<file path="src/rtl/rfs_pkg.sv">
`timescale 1ns/1ps
package rfs_pkg;
  localparam int LEN_W = 12;
  localparam int ERR_W = 4;
  localparam int LO_W  = 8;
  localparam int HI_W  = LEN_W - LO_W;

  localparam int ERR_CRC   = 0;
  localparam int ERR_ABORT = 1;
  localparam int ERR_LONG  = 2;
  localparam int ERR_OVR   = 3;

  typedef struct packed {
    logic [ERR_W-1:0] err;
    logic [LEN_W-1:0] len;
  } rfs_rec_t;

  localparam int REC_W = ERR_W + LEN_W;
endpackage

</file>
<file path="src/rtl/rfs_len_track.sv">
`timescale 1ns/1ps
module rfs_len_track #(
  parameter int LEN_W = 12
) (
  input  logic             clk,
  input  logic             rst_n,
  input  logic             acc,
  input  logic             clr,
  output logic [LEN_W-1:0] frame_len
);
  localparam logic [LEN_W-1:0] LEN_MAX = {LEN_W{1'b1}};

  logic [LEN_W-1:0] cnt_q;
  logic [LEN_W-1:0] cnt_d;
  logic [LEN_W-1:0] cnt_inc;

  always_comb begin
    cnt_inc   = (cnt_q == LEN_MAX) ? LEN_MAX : cnt_q + 1'b1;
    frame_len = acc ? cnt_inc : cnt_q;
    cnt_d     = clr ? '0 : frame_len;
  end

  always_ff @(posedge clk or negedge rst_n) begin
    if (!rst_n) cnt_q <= '0;
    else if (acc || clr) cnt_q <= cnt_d;
  end
endmodule

</file>
<file path="src/rtl/rfs_ovr_ctrl.sv">
`timescale 1ns/1ps
module rfs_ovr_ctrl (
  input  logic clk,
  input  logic rst_n,
  input  logic byte_valid,
  input  logic rxfifo_full,
  input  logic rxfifo_reset,
  input  logic rd_resume,
  output logic byte_wr,
  output logic ovr_evt,
  output logic locked,
  output logic irq
);
  logic locked_q, locked_d;
  logic flushed_q, flushed_d;
  logic irq_q, irq_d;
  logic upd;

  always_comb begin
    ovr_evt   = byte_valid & rxfifo_full & ~locked_q;
    byte_wr   = byte_valid & ~rxfifo_full & ~locked_q;
    locked_d  = locked_q;
    flushed_d = flushed_q;
    irq_d     = irq_q;
    if (ovr_evt) begin
      locked_d  = 1'b1;
      flushed_d = 1'b0;
      irq_d     = 1'b1;
    end else begin
      if (rd_resume) irq_d = 1'b0;
      if (locked_q) begin
        if (rd_resume && flushed_q) begin
          locked_d  = 1'b0;
          flushed_d = 1'b0;
        end else if (rxfifo_reset) begin
          flushed_d = 1'b1;
        end
      end
    end
    upd = ovr_evt | rd_resume | rxfifo_reset;
  end

  always_ff @(posedge clk or negedge rst_n) begin
    if (!rst_n) begin
      locked_q  <= 1'b0;
      flushed_q <= 1'b0;
      irq_q     <= 1'b0;
    end else if (upd) begin
      locked_q  <= locked_d;
      flushed_q <= flushed_d;
      irq_q     <= irq_d;
    end
  end

  assign locked = locked_q;
  assign irq    = irq_q;
endmodule

</file>
<file path="src/rtl/rfs_stat_fifo.sv">
`timescale 1ns/1ps
module rfs_stat_fifo #(
  parameter int W     = 16,
  parameter int DEPTH = 8
) (
  input  logic         clk,
  input  logic         rst_n,
  input  logic         push,
  input  logic         pop,
  input  logic [W-1:0] din,
  output logic [W-1:0] dout,
  output logic         drop
);
  localparam int PW = (DEPTH > 1) ? $clog2(DEPTH) : 1;
  localparam int CW = $clog2(DEPTH + 1);
  localparam logic [PW-1:0] PTR_LAST = PW'(DEPTH - 1);
  localparam logic [CW-1:0] CNT_FULL = CW'(DEPTH);

  logic [W-1:0]  mem [DEPTH];
  logic [PW-1:0] rd_ptr_q, rd_ptr_d;
  logic [PW-1:0] wr_ptr_q, wr_ptr_d;
  logic [CW-1:0] cnt_q, cnt_d;
  logic          empty, full, pop_ok, push_ok;

  function automatic logic [PW-1:0] ptr_inc(input logic [PW-1:0] p);
    return (p == PTR_LAST) ? '0 : p + 1'b1;
  endfunction

  always_comb begin
    empty    = (cnt_q == '0);
    full     = (cnt_q == CNT_FULL);
    pop_ok   = pop & ~empty;
    push_ok  = push & (~full | pop_ok);
    drop     = push & full & ~pop_ok;
    rd_ptr_d = pop_ok  ? ptr_inc(rd_ptr_q) : rd_ptr_q;
    wr_ptr_d = push_ok ? ptr_inc(wr_ptr_q) : wr_ptr_q;
    cnt_d    = cnt_q;
    if (push_ok && !pop_ok)      cnt_d = cnt_q + 1'b1;
    else if (pop_ok && !push_ok) cnt_d = cnt_q - 1'b1;
    dout     = empty ? '0 : mem[rd_ptr_q];
  end

  always_ff @(posedge clk or negedge rst_n) begin
    if (!rst_n) begin
      rd_ptr_q <= '0;
      wr_ptr_q <= '0;
      cnt_q    <= '0;
    end else if (push_ok || pop_ok) begin
      rd_ptr_q <= rd_ptr_d;
      wr_ptr_q <= wr_ptr_d;
      cnt_q    <= cnt_d;
    end
  end

  for (genvar i = 0; i < DEPTH; i++) begin : g_entry
    logic wen;
    assign wen = push_ok && (wr_ptr_q == PW'(i));
    always_ff @(posedge clk) begin
      if (wen) mem[i] <= din;
    end
  end
endmodule

</file>
<file path="src/rtl/rx_frame_status.sv">
`timescale 1ns/1ps
module rx_frame_status
  import rfs_pkg::*;
#(
  parameter int DEPTH = 8
) (
  input  logic            clk,
  input  logic            rst_n,
  input  logic            byte_valid,
  input  logic            rxfifo_full,
  input  logic            frame_end,
  input  logic            err_crc,
  input  logic            err_abort,
  input  logic            err_long,
  input  logic            rxfifo_reset,
  input  logic            rd_resume,
  input  logic            rd_stat,
  output logic            byte_wr,
  output logic [LO_W-1:0] len_lo,
  output logic [HI_W-1:0] len_hi,
  output logic [ERR_W-1:0] stat,
  output logic            stat_ovf,
  output logic            ovr_irq,
  output logic            rx_locked
);
  logic             ovr_evt, fe_evt, rec_push, rec_drop;
  logic [LEN_W-1:0] frame_len;
  rfs_rec_t         rec_in, rec_head;
  logic [REC_W-1:0] head_bits;
  logic             ovf_q, ovf_d;

  rfs_ovr_ctrl u_ovr (
    .clk          (clk),
    .rst_n        (rst_n),
    .byte_valid   (byte_valid),
    .rxfifo_full  (rxfifo_full),
    .rxfifo_reset (rxfifo_reset),
    .rd_resume    (rd_resume),
    .byte_wr      (byte_wr),
    .ovr_evt      (ovr_evt),
    .locked       (rx_locked),
    .irq          (ovr_irq)
  );

  always_comb begin
    fe_evt   = frame_end & ~rx_locked & ~ovr_evt;
    rec_push = fe_evt | ovr_evt;
    rec_in.len = frame_len;
    rec_in.err = '0;
    if (ovr_evt) begin
      rec_in.err[ERR_OVR] = 1'b1;
    end else begin
      rec_in.err[ERR_CRC]   = err_crc;
      rec_in.err[ERR_ABORT] = err_abort;
      rec_in.err[ERR_LONG]  = err_long;
    end
  end

  rfs_len_track #(.LEN_W(LEN_W)) u_len (
    .clk       (clk),
    .rst_n     (rst_n),
    .acc       (byte_wr),
    .clr       (rec_push),
    .frame_len (frame_len)
  );

  rfs_stat_fifo #(.W(REC_W), .DEPTH(DEPTH)) u_fifo (
    .clk   (clk),
    .rst_n (rst_n),
    .push  (rec_push),
    .pop   (rd_stat),
    .din   (rec_in),
    .dout  (head_bits),
    .drop  (rec_drop)
  );

  always_comb begin
    rec_head = rfs_rec_t'(head_bits);
    len_lo   = rec_head.len[LO_W-1:0];
    len_hi   = rec_head.len[LEN_W-1:LO_W];
    stat     = rec_head.err;
    ovf_d    = ovf_q;
    if (rec_drop)       ovf_d = 1'b1;
    else if (rd_resume) ovf_d = 1'b0;
  end

  always_ff @(posedge clk or negedge rst_n) begin
    if (!rst_n) ovf_q <= 1'b0;
    else if (rec_drop || rd_resume) ovf_q <= ovf_d;
  end

  assign stat_ovf = ovf_q;
endmodule

</file>
<file path="config.mk">
export PLATFORM = sky130hd
export DESIGN_NAME = rx_frame_status
export DESIGN_NICKNAME = d
export VERILOG_FILES = /design/src/rtl/rfs_pkg.sv /design/src/rtl/rfs_len_track.sv /design/src/rtl/rfs_ovr_ctrl.sv /design/src/rtl/rfs_stat_fifo.sv /design/src/rtl/rx_frame_status.sv
export SDC_FILE = /design/constraint.sdc
export NUM_CORES = 1
export LEC_CHECK = 0
export ABC_CLOCK_PERIOD_IN_PS = 3500
export BUFFER_PORTS_ARGS = -buffer_cell sky130_fd_sc_hd__buf_2
export CORE_UTILIZATION = 25
export DETAILED_ROUTE_END_ITERATION = 7
export GPL_TIMING_DRIVEN = 0
export HOLD_SLACK_MARGIN = 0.15
export PLACE_DENSITY = 0.5
export SYNTH_ARGS = -nofsm -noshare
export SYNTH_HDL_FRONTEND = slang
export SYNTH_HIERARCHICAL = 1
export SYNTH_SLANG_ARGS = --single-unit
</file>
<file path="constraint.sdc">
create_clock -name clk -period 3.5 [get_ports clk]
set_clock_uncertainty 0.05 [all_clocks]
set_input_delay 0.7 -clock clk [delete_from_list [all_inputs] [get_ports clk]]
set_output_delay 0.7 -clock clk [all_outputs]
set_load 0.005 [all_outputs]
</file>
==> results of run 1 <==
-- Yosys cell counts, types with 2 or more instances --
cell      instances
nand2_1           8
ha_1             13
nor2b_1           7
buf_6             4
a21o_1            2
nor3_1            3
a22o_1           16
o21ai_1           2
mux2i_1           4
inv_1            12
clkbuf_1          7
nand2b_1          2
dfrtp_1          26
and3_1            9
a31oi_1           8
a211oi_1          4
a21oi_1          13
nor2_1            6
or4_4             2
and4_1            4
nand3_1           8
edfxtp_1        128
mux2_2            4
buf_2             7
o21ai_0           2
nand4_1           4
xnor2_1           4
mux4_2           32
and2_1            5
and2b_1           2
-- placed cells by master, fill, tap and decap left out, types with 3 or more instances in the layout --
cell type   netlist  layout
nand2_1           8       8
nand3_1           8       8
and4_1            4       4
and3_1            9       9
dfrtp_1          26      26
a21oi_1          13      13
clkbuf_16         0      17
nor3_1            3       3
clkbuf_1          7       7
a22o_1           16      16
a211oi_1          4       4
buf_6             4       4
nand4_1           4       4
xnor2_1           4       4
edfxtp_1        128     128
ha_1             13      13
nor2b_1           7       7
a31oi_1           8       8
mux4_2           32      32
mux2i_1           4       4
nor2_1            6       5
clkinvlp_4        0       5
inv_6             0       4
mux2_2            4       4
inv_1            12      12
and2_1            5       5
buf_2             7      37
-- sequential cells by signal, summed over array words and instances (netlist names) --
name and count:
u_len/cnt_q 12, u_ovr/irq 1, u_fifo/wr_ptr_q 3, stat_ovf 1
u_ovr/flushed_q 1, u_ovr/locked 1, u_fifo/rd_ptr_q 3, u_fifo/mem 128
u_fifo/cnt_q 4
-- stage by stage --
stage / utilization / setup slack (ns) / instance area (µm²) / TNS [ns] / hold WS [ns]
after global placement: 0.279 / -0.886 / 7080 / -61.59 / 0.434
after CTS: 0.301 / 0.177 / 7630 / 0 / 0.262
after global routing: 0.301 / 0.0572 / 7640 / 0 / 0.288
after floorplan: - / 0.0830 / 6520 / 0 / 0.354
final: 0.301 / 0.218 / 7640 / 0 / 0.245
after detailed placement: 0.279 / -1.06 / 7080 / -76.94 / 0.425
-- what timing repair did --
action | CTS | global route
endpoints found under the setup margin | 115 | 1
setup buffers | 1 | 0
pin swaps | 1 | 0
gates resized for setup | 2 | 2
-- layout make-up --
class / instances / area, µm² / area share
sequential: 154 / 4490 / 0.589
multi-input combinational: 184 / 1880 / 0.246
clock buffer: 18 / 429 / 0.0562
tap: 330 / 413 / 0.0541
timing repair buffer: 31 / 158 / 0.0206
clock inverter: 14 / 113 / 0.0147
buffer: 18 / 108 / 0.0141
inverter: 12 / 45.0 / 0.00590
-- power by group --
group          switching (W)  internal, W
clock network       0.000758     0.000920
logic               0.000995     0.000891
registers           0.000124      0.00226
total                0.00188      0.00407
-- cells by family after synthesis --
family / share of synthesized area
flops: 0.690
simple gates: 0.0638
compound gates: 0.0647
mux: 0.124
buf+inv: 0.0232
fa+ha+maj: 0.0280
xor+xnor: 0.00672
-- layer usage --
metal | share of wire | global-route usage | wire, µm | vias up
met5 | 0 | 0 | 0 | -
met2 | 0.49 | 0.186 | 6900 | 80
met1 | 0.45 | 0.144 | 6290 | 1845
met3 | 0.045 | 0.0277 | 634 | 16
li1 | - | - | - | 1592
met4 | 0.014 | 0.0395 | 194 | 0
-- critical path, delay by kind of cell (launching register included) --
kind                   cells  cell delay (ns)
AOI/OAI and AO/OA          1             0.27
buffers and inverters      3             1.08
DFF                        1             0.35
muxes                      1             0.41
-- how the worst max path moves through the flow --
| stage | startpoint | endpoint | slack (ns) | depth (start not counted) |
|---|---|---|---|---|
| 2_1_floorplan | byte_valid | u_fifo/cnt_q[3] | 0.08 | 11 |
| 3_3_place_gp | byte_valid | u_fifo/cnt_q[3] | -0.89 | 12 |
| 3_5_place_dp | byte_valid | u_fifo/cnt_q[3] | -1.06 | 12 |
| 4_1_cts | u_fifo/rd_ptr_q[1] | len_lo[2] | 0.18 | 5 |
| 5_1_grt | u_ovr/locked | u_fifo/cnt_q[3] | 0.06 | 10 |
| 6_report | u_fifo/rd_ptr_q[1] | len_lo[2] | 0.22 | 5 |
==> qor.txt, run 1 <==
Die Wd - 163 µm
residual DRC count - 0
height of the chip - 163 µm
H-tree levels - 4
delay of the slowest critical-path stage - 0.64 ns
CP endpoint kind - output pin
R2R setup slack - 0.28 ns
vias in the first global route - 3695
Max Root-Sink Buffers - 2
Clock Latency Late Sink - 0.42 ns
hold buffers post-CTS - 0
Area Growth Syn to Fin - 17.2%
Pleak - 2.67 nW
Routed WL - 14000 µm
run status - completed
clock root cell - clkbuf_16
HP Class - input pin to asynchronous set/reset pin
Power Dens Cells - 779 nW/µm²
Hold Violations, Final - 0
Synth Instances - 368
post-synth top area cell - edfxtp_1
Crit Path Class - register to output pin
CORE AREA - 25400 µm²
CP required - 2.75 ns
Syn. warnings - 6
non-filler instance count after layout - 761
pin count of the biggest net entering global routing - 27
Post-synth EDFFs - 128
RSZ-0062 raised after global routing - no
Max Slew Vio Count - 0
post-synth cell types - 50
final HPWL from detailed placement - 8690 µm
CP Max Fanout - 10
Main synth FF type - edfxtp_1
Initial Util - 0.257
clock-pin slew on the worst setup and hold paths - 0.06 ns
first-pass GRT wire length - 21600 µm
cell area after synthesis - 6510 µm²
initial antenna violation count - 0
DRC marker count from the first detailed-route iteration - 301
TritonCTS buffer count - 17
CP cell instances - clkbuf_1 > clkbuf_1 > mux4_2 > a22o_1 > buf_2
Syn Nets - 393
Synth async-reset ratio - 0.169
worst reg2reg startpoint - u_ovr/locked
placed cells - 728
Peak Freq - 305 MHz
fillers - 2519
grt ovf - 0
post-synth top area share - 0.590
fin crit share - 0.938
Synth area leaders - edfxtp_1 59%, mux4_2 11%, dfrtp_1 10%, ha_1 2.5%, a22o_1 2.2%
critical path's most frequent cell - clkbuf_1
Worst R2R End - u_fifo/cnt_q[3]
Mean Syn Cell Area - 17.7 µm²
vias - 3533
placement row count - 58
CTS tree - yes
ANT cells - 0
io pins - 31
element type at the critical path start - register
routability congestion estimate - 0.763
VDD IR max - 0.397 mV
PortBufs - 30
total track usage - 0.113
MaxCap Viol Count - 0
drt wl/cell - 18.4 µm
number of routed nets with antenna violations - 0
Critical Path AT - 2.53 ns
Final Total Pwr - 0.00595 W
Crit-path slowest cell - clkbuf_1
worst rel slew slack - 0.232
register area share after synthesis - 0.690
worst-margin pin slew - 1.15 ns
1st-pass router iterations - 4
crit path time final - 3.28 ns
share of cells above drive strength 1 - 0.271
CTS sink count - 154
total die area - 26700 µm²
R2R depth - 10
Avg Vias per Cell - 4.64
setup violators final - 0
Final Net Count - 443
synthesized flop and latch total - 154
Note: power is estimated with default switching activity, not from simulation.
==> run 2: changes to the inputs <==
- BUFFER_PORTS_ARGS: -buffer_cell sky130_fd_sc_hd__buf_2 -> -buffer_cell sky130_fd_sc_hd__buf_4
- CORE_ASPECT_RATIO: not set -> 0.5
==> run 2 against run 1 <==
  * Count of clock-buffer cells in the layout rose by 1
  * Critical path depth did not move
  * Combinational power rose by 5%
  * Die area rose by 0.15%
  * Worst setup slack got worse by 0.0065 ns
  * Largest cell class unchanged
  * Clock power rose by 9%
  * Hold slack improved by 0.21 ns
  * Maximum frequency fell by 0.20%
  * Wire length rose by 0.41%
  * Power rose by 4.1%
  * Highest routed layer unchanged
  * Core utilization rose by 0.61 points
  * Critical path type unchanged
  * Sequential power barely moved
==> qor.txt, run 2 (same netlist as run 1, synthesis figures left out) <==
Max Root-Sink Buffers - 2 (unchanged)
RSZ-0062 raised after global routing - no (unchanged)
clock root cell - clkbuf_16 (unchanged)
placed instance area - 7170 µm² (was 7080 µm²)
PortBufs - 30 (unchanged)
VDD IR max - 0.317 mV (was 0.397 mV)
HP Class - input pin to register (was input pin to asynchronous set/reset pin)
CP Max Fanout - 10 (unchanged)
routability congestion estimate - 0.758 (was 0.763)
Top Registers - u_fifo/mem: 128 flops, u_len/cnt_q: 12 flops, u_fifo/cnt_q: 4 flops (unchanged)
worst-margin pin slew - 1.12 ns (was 1.15 ns)
H-tree levels - 4 (unchanged)
setup violators final - 0 (unchanged)
R2R setup slack - 0.29 ns (was 0.28 ns)
GRT met1 Usage - 0.155 (was 0.144)
pin count of the biggest net entering global routing - 27 (unchanged)
grt met3 use - 0.0278 (was 0.0277)
first-pass GRT wire length - 21500 µm (was 21600 µm)
Hold Path End - u_ovr/locked
Finished Cell Area - 7790 µm² (was 7640 µm²)
DRC marker count from the first detailed-route iteration - 186 (was 301)
R2R depth - 10 (unchanged)
worst rel slew slack - 0.255 (was 0.232)
most frequent cells in the layout - 128 x edfxtp_1, 32 x mux4_2, 31 x buf_4, 26 x dfrtp_1, 17 x clkbuf_16 (was 128 x edfxtp_1, 37 x buf_2, 32 x mux4_2, 26 x dfrtp_1, 17 x clkbuf_16)
grt ovf - 0 (unchanged)
final HPWL from detailed placement - 8670 µm (was 8690 µm)
hold depth - 2
Pleak - 2.73 nW (was 2.67 nW)
crit path time final - 3.29 ns (was 3.28 ns)
io pins - 31 (unchanged)
most used routing layer - met2 (unchanged)
Max Slew Vio Count - 0 (unchanged)
Final Net Count - 444 (was 443)
Die Wd - 230 µm (was 163 µm)
run status - completed (unchanged)
CTS sink count - 154 (unchanged)
vias - 3453 (was 3533)
1st-pass router iterations - 4 (unchanged)
residual DRC count - 0 (unchanged)
vias in the first global route - 3517 (was 3695)
MaxCap Viol Count - 0 (unchanged)
element type at the critical path start - register (unchanged)
ANT cells - 0 (unchanged)
Critical Path AT - 2.54 ns (was 2.53 ns)
Crit Path Class - register to output pin (unchanged)
total die area - 26700 µm² (about the same)
drt wl/cell - 18.1 µm (was 18.4 µm)
number of routed nets with antenna violations - 0 (unchanged)
Top reg by flops - u_fifo/mem (unchanged)
CP required - 2.75 ns (about the same)
max reg flops - 128 (unchanged)
Clock Latency Late Sink - 0.41 ns (was 0.42 ns)
hold_sp - rd_resume
Peak Freq - 304 MHz (was 305 MHz)
multi-input logic area - 1880 µm² (unchanged)
CORE AREA - 25400 µm² (about the same)
Worst R2R End - u_fifo/cnt_q[3] (unchanged)
height of the chip - 116 µm (was 163 µm)
share of cells above drive strength 1 - 0.269 (was 0.271)
Hold Violations, Final - 0 (unchanged)
initial antenna violation count - 0 (unchanged)
CP endpoint kind - output pin (unchanged)
CTS tree - yes (unchanged)
total track usage - 0.111 (was 0.113)
clock-pin slew on the worst setup and hold paths - 0.07 ns (was 0.06 ns)
fin crit share - 0.939 (was 0.938)
Reg area - 4490 µm² (unchanged)
Avg Vias per Cell - 4.45 (was 4.64)
TritonCTS buffer count - 17 (unchanged)
met2 Track Usage GR - 0.175 (was 0.186)
placement row count - 41 (was 58)
Final Total Pwr - 0.00619 W (was 0.00595 W)
Area Growth Syn to Fin - 19.6% (was 17.2%)
worst reg2reg startpoint - u_ovr/locked (unchanged)
Power Dens Cells - 795 nW/µm² (was 779 nW/µm²)
Initial Util - 0.257 (about the same)
most common cell after layout, fill and taps aside - edfxtp_1 (unchanged)
fillers - 2475 (was 2519)
Post-Route Utilization - 0.307 (was 0.301)
Routed WL - 14100 µm (was 14000 µm)
-- run 2: worst max-delay path by stage --
stage	startpoint	endpoint	cells after the start
after detailed placement	rxfifo_full	u_fifo/cnt_q[3]	12
final	u_fifo/rd_ptr_q[1]	stat[0]	5
after floorplan	byte_valid	u_fifo/cnt_q[3]	11
after CTS	u_ovr/locked	u_fifo/cnt_q[3]	10
after global placement	byte_valid	u_fifo/cnt_q[3]	12
after global routing	u_ovr/locked	u_fifo/cnt_q[3]	10
-- run 2: through the flow --
stage	worst slack, ns	TNS (ns)	std cells	hold slack, ns
after floorplan	0.0830	0	368	0.354
after detailed placement	-1.06	-81.68	742	0.440
after global placement	-0.992	-75.50	742	0.433
final	0.212	0	776	0.452
after CTS	0.164	0	776	0.429
after global routing	0.0508	0	776	0.427
-- run 2: area by class of cell --
class	count	share of cell area
Sequential cell	154	0.577
Inverter	12	0.00578
Clock inverter	13	0.0204
Tap cell	344	0.0553
Clock buffer	19	0.0556
Multi-Input combinational cell	184	0.241
Buffer	18	0.0138
Timing Repair Buffer	32	0.0312
-- run 2: critical path, stage by stage, from the launching register on --
cell	delay, ns
dfrtp_1	0.36
clkbuf_1	0.29
clkbuf_1	0.67
mux4_2	0.41
a22o_1	0.25
buf_4	0.14
-- run 2: power breakdown --
group | switching [W] | internal [W]
combinational | 0.000997 | 0.000983
sequential | 0.000124 | 0.00226
clock | 0.000755 | 0.00107
-- run 2: timing repair --
action                     CTS  global route
resized for setup            2             2
hold buffers                 1             0
pin swaps                    1             0
hold endpoints to repair     8             0
buffers inserted             1             0
setup endpoints to repair  133             1
-- run 2: per-layer routing --
layer / vias to the layer above / part of all wire
met5: - / 0
met4: 0 / 0.0090
met3: 8 / 0.031
met2: 45 / 0.47
met1: 1809 / 0.49
li1: 1591 / -
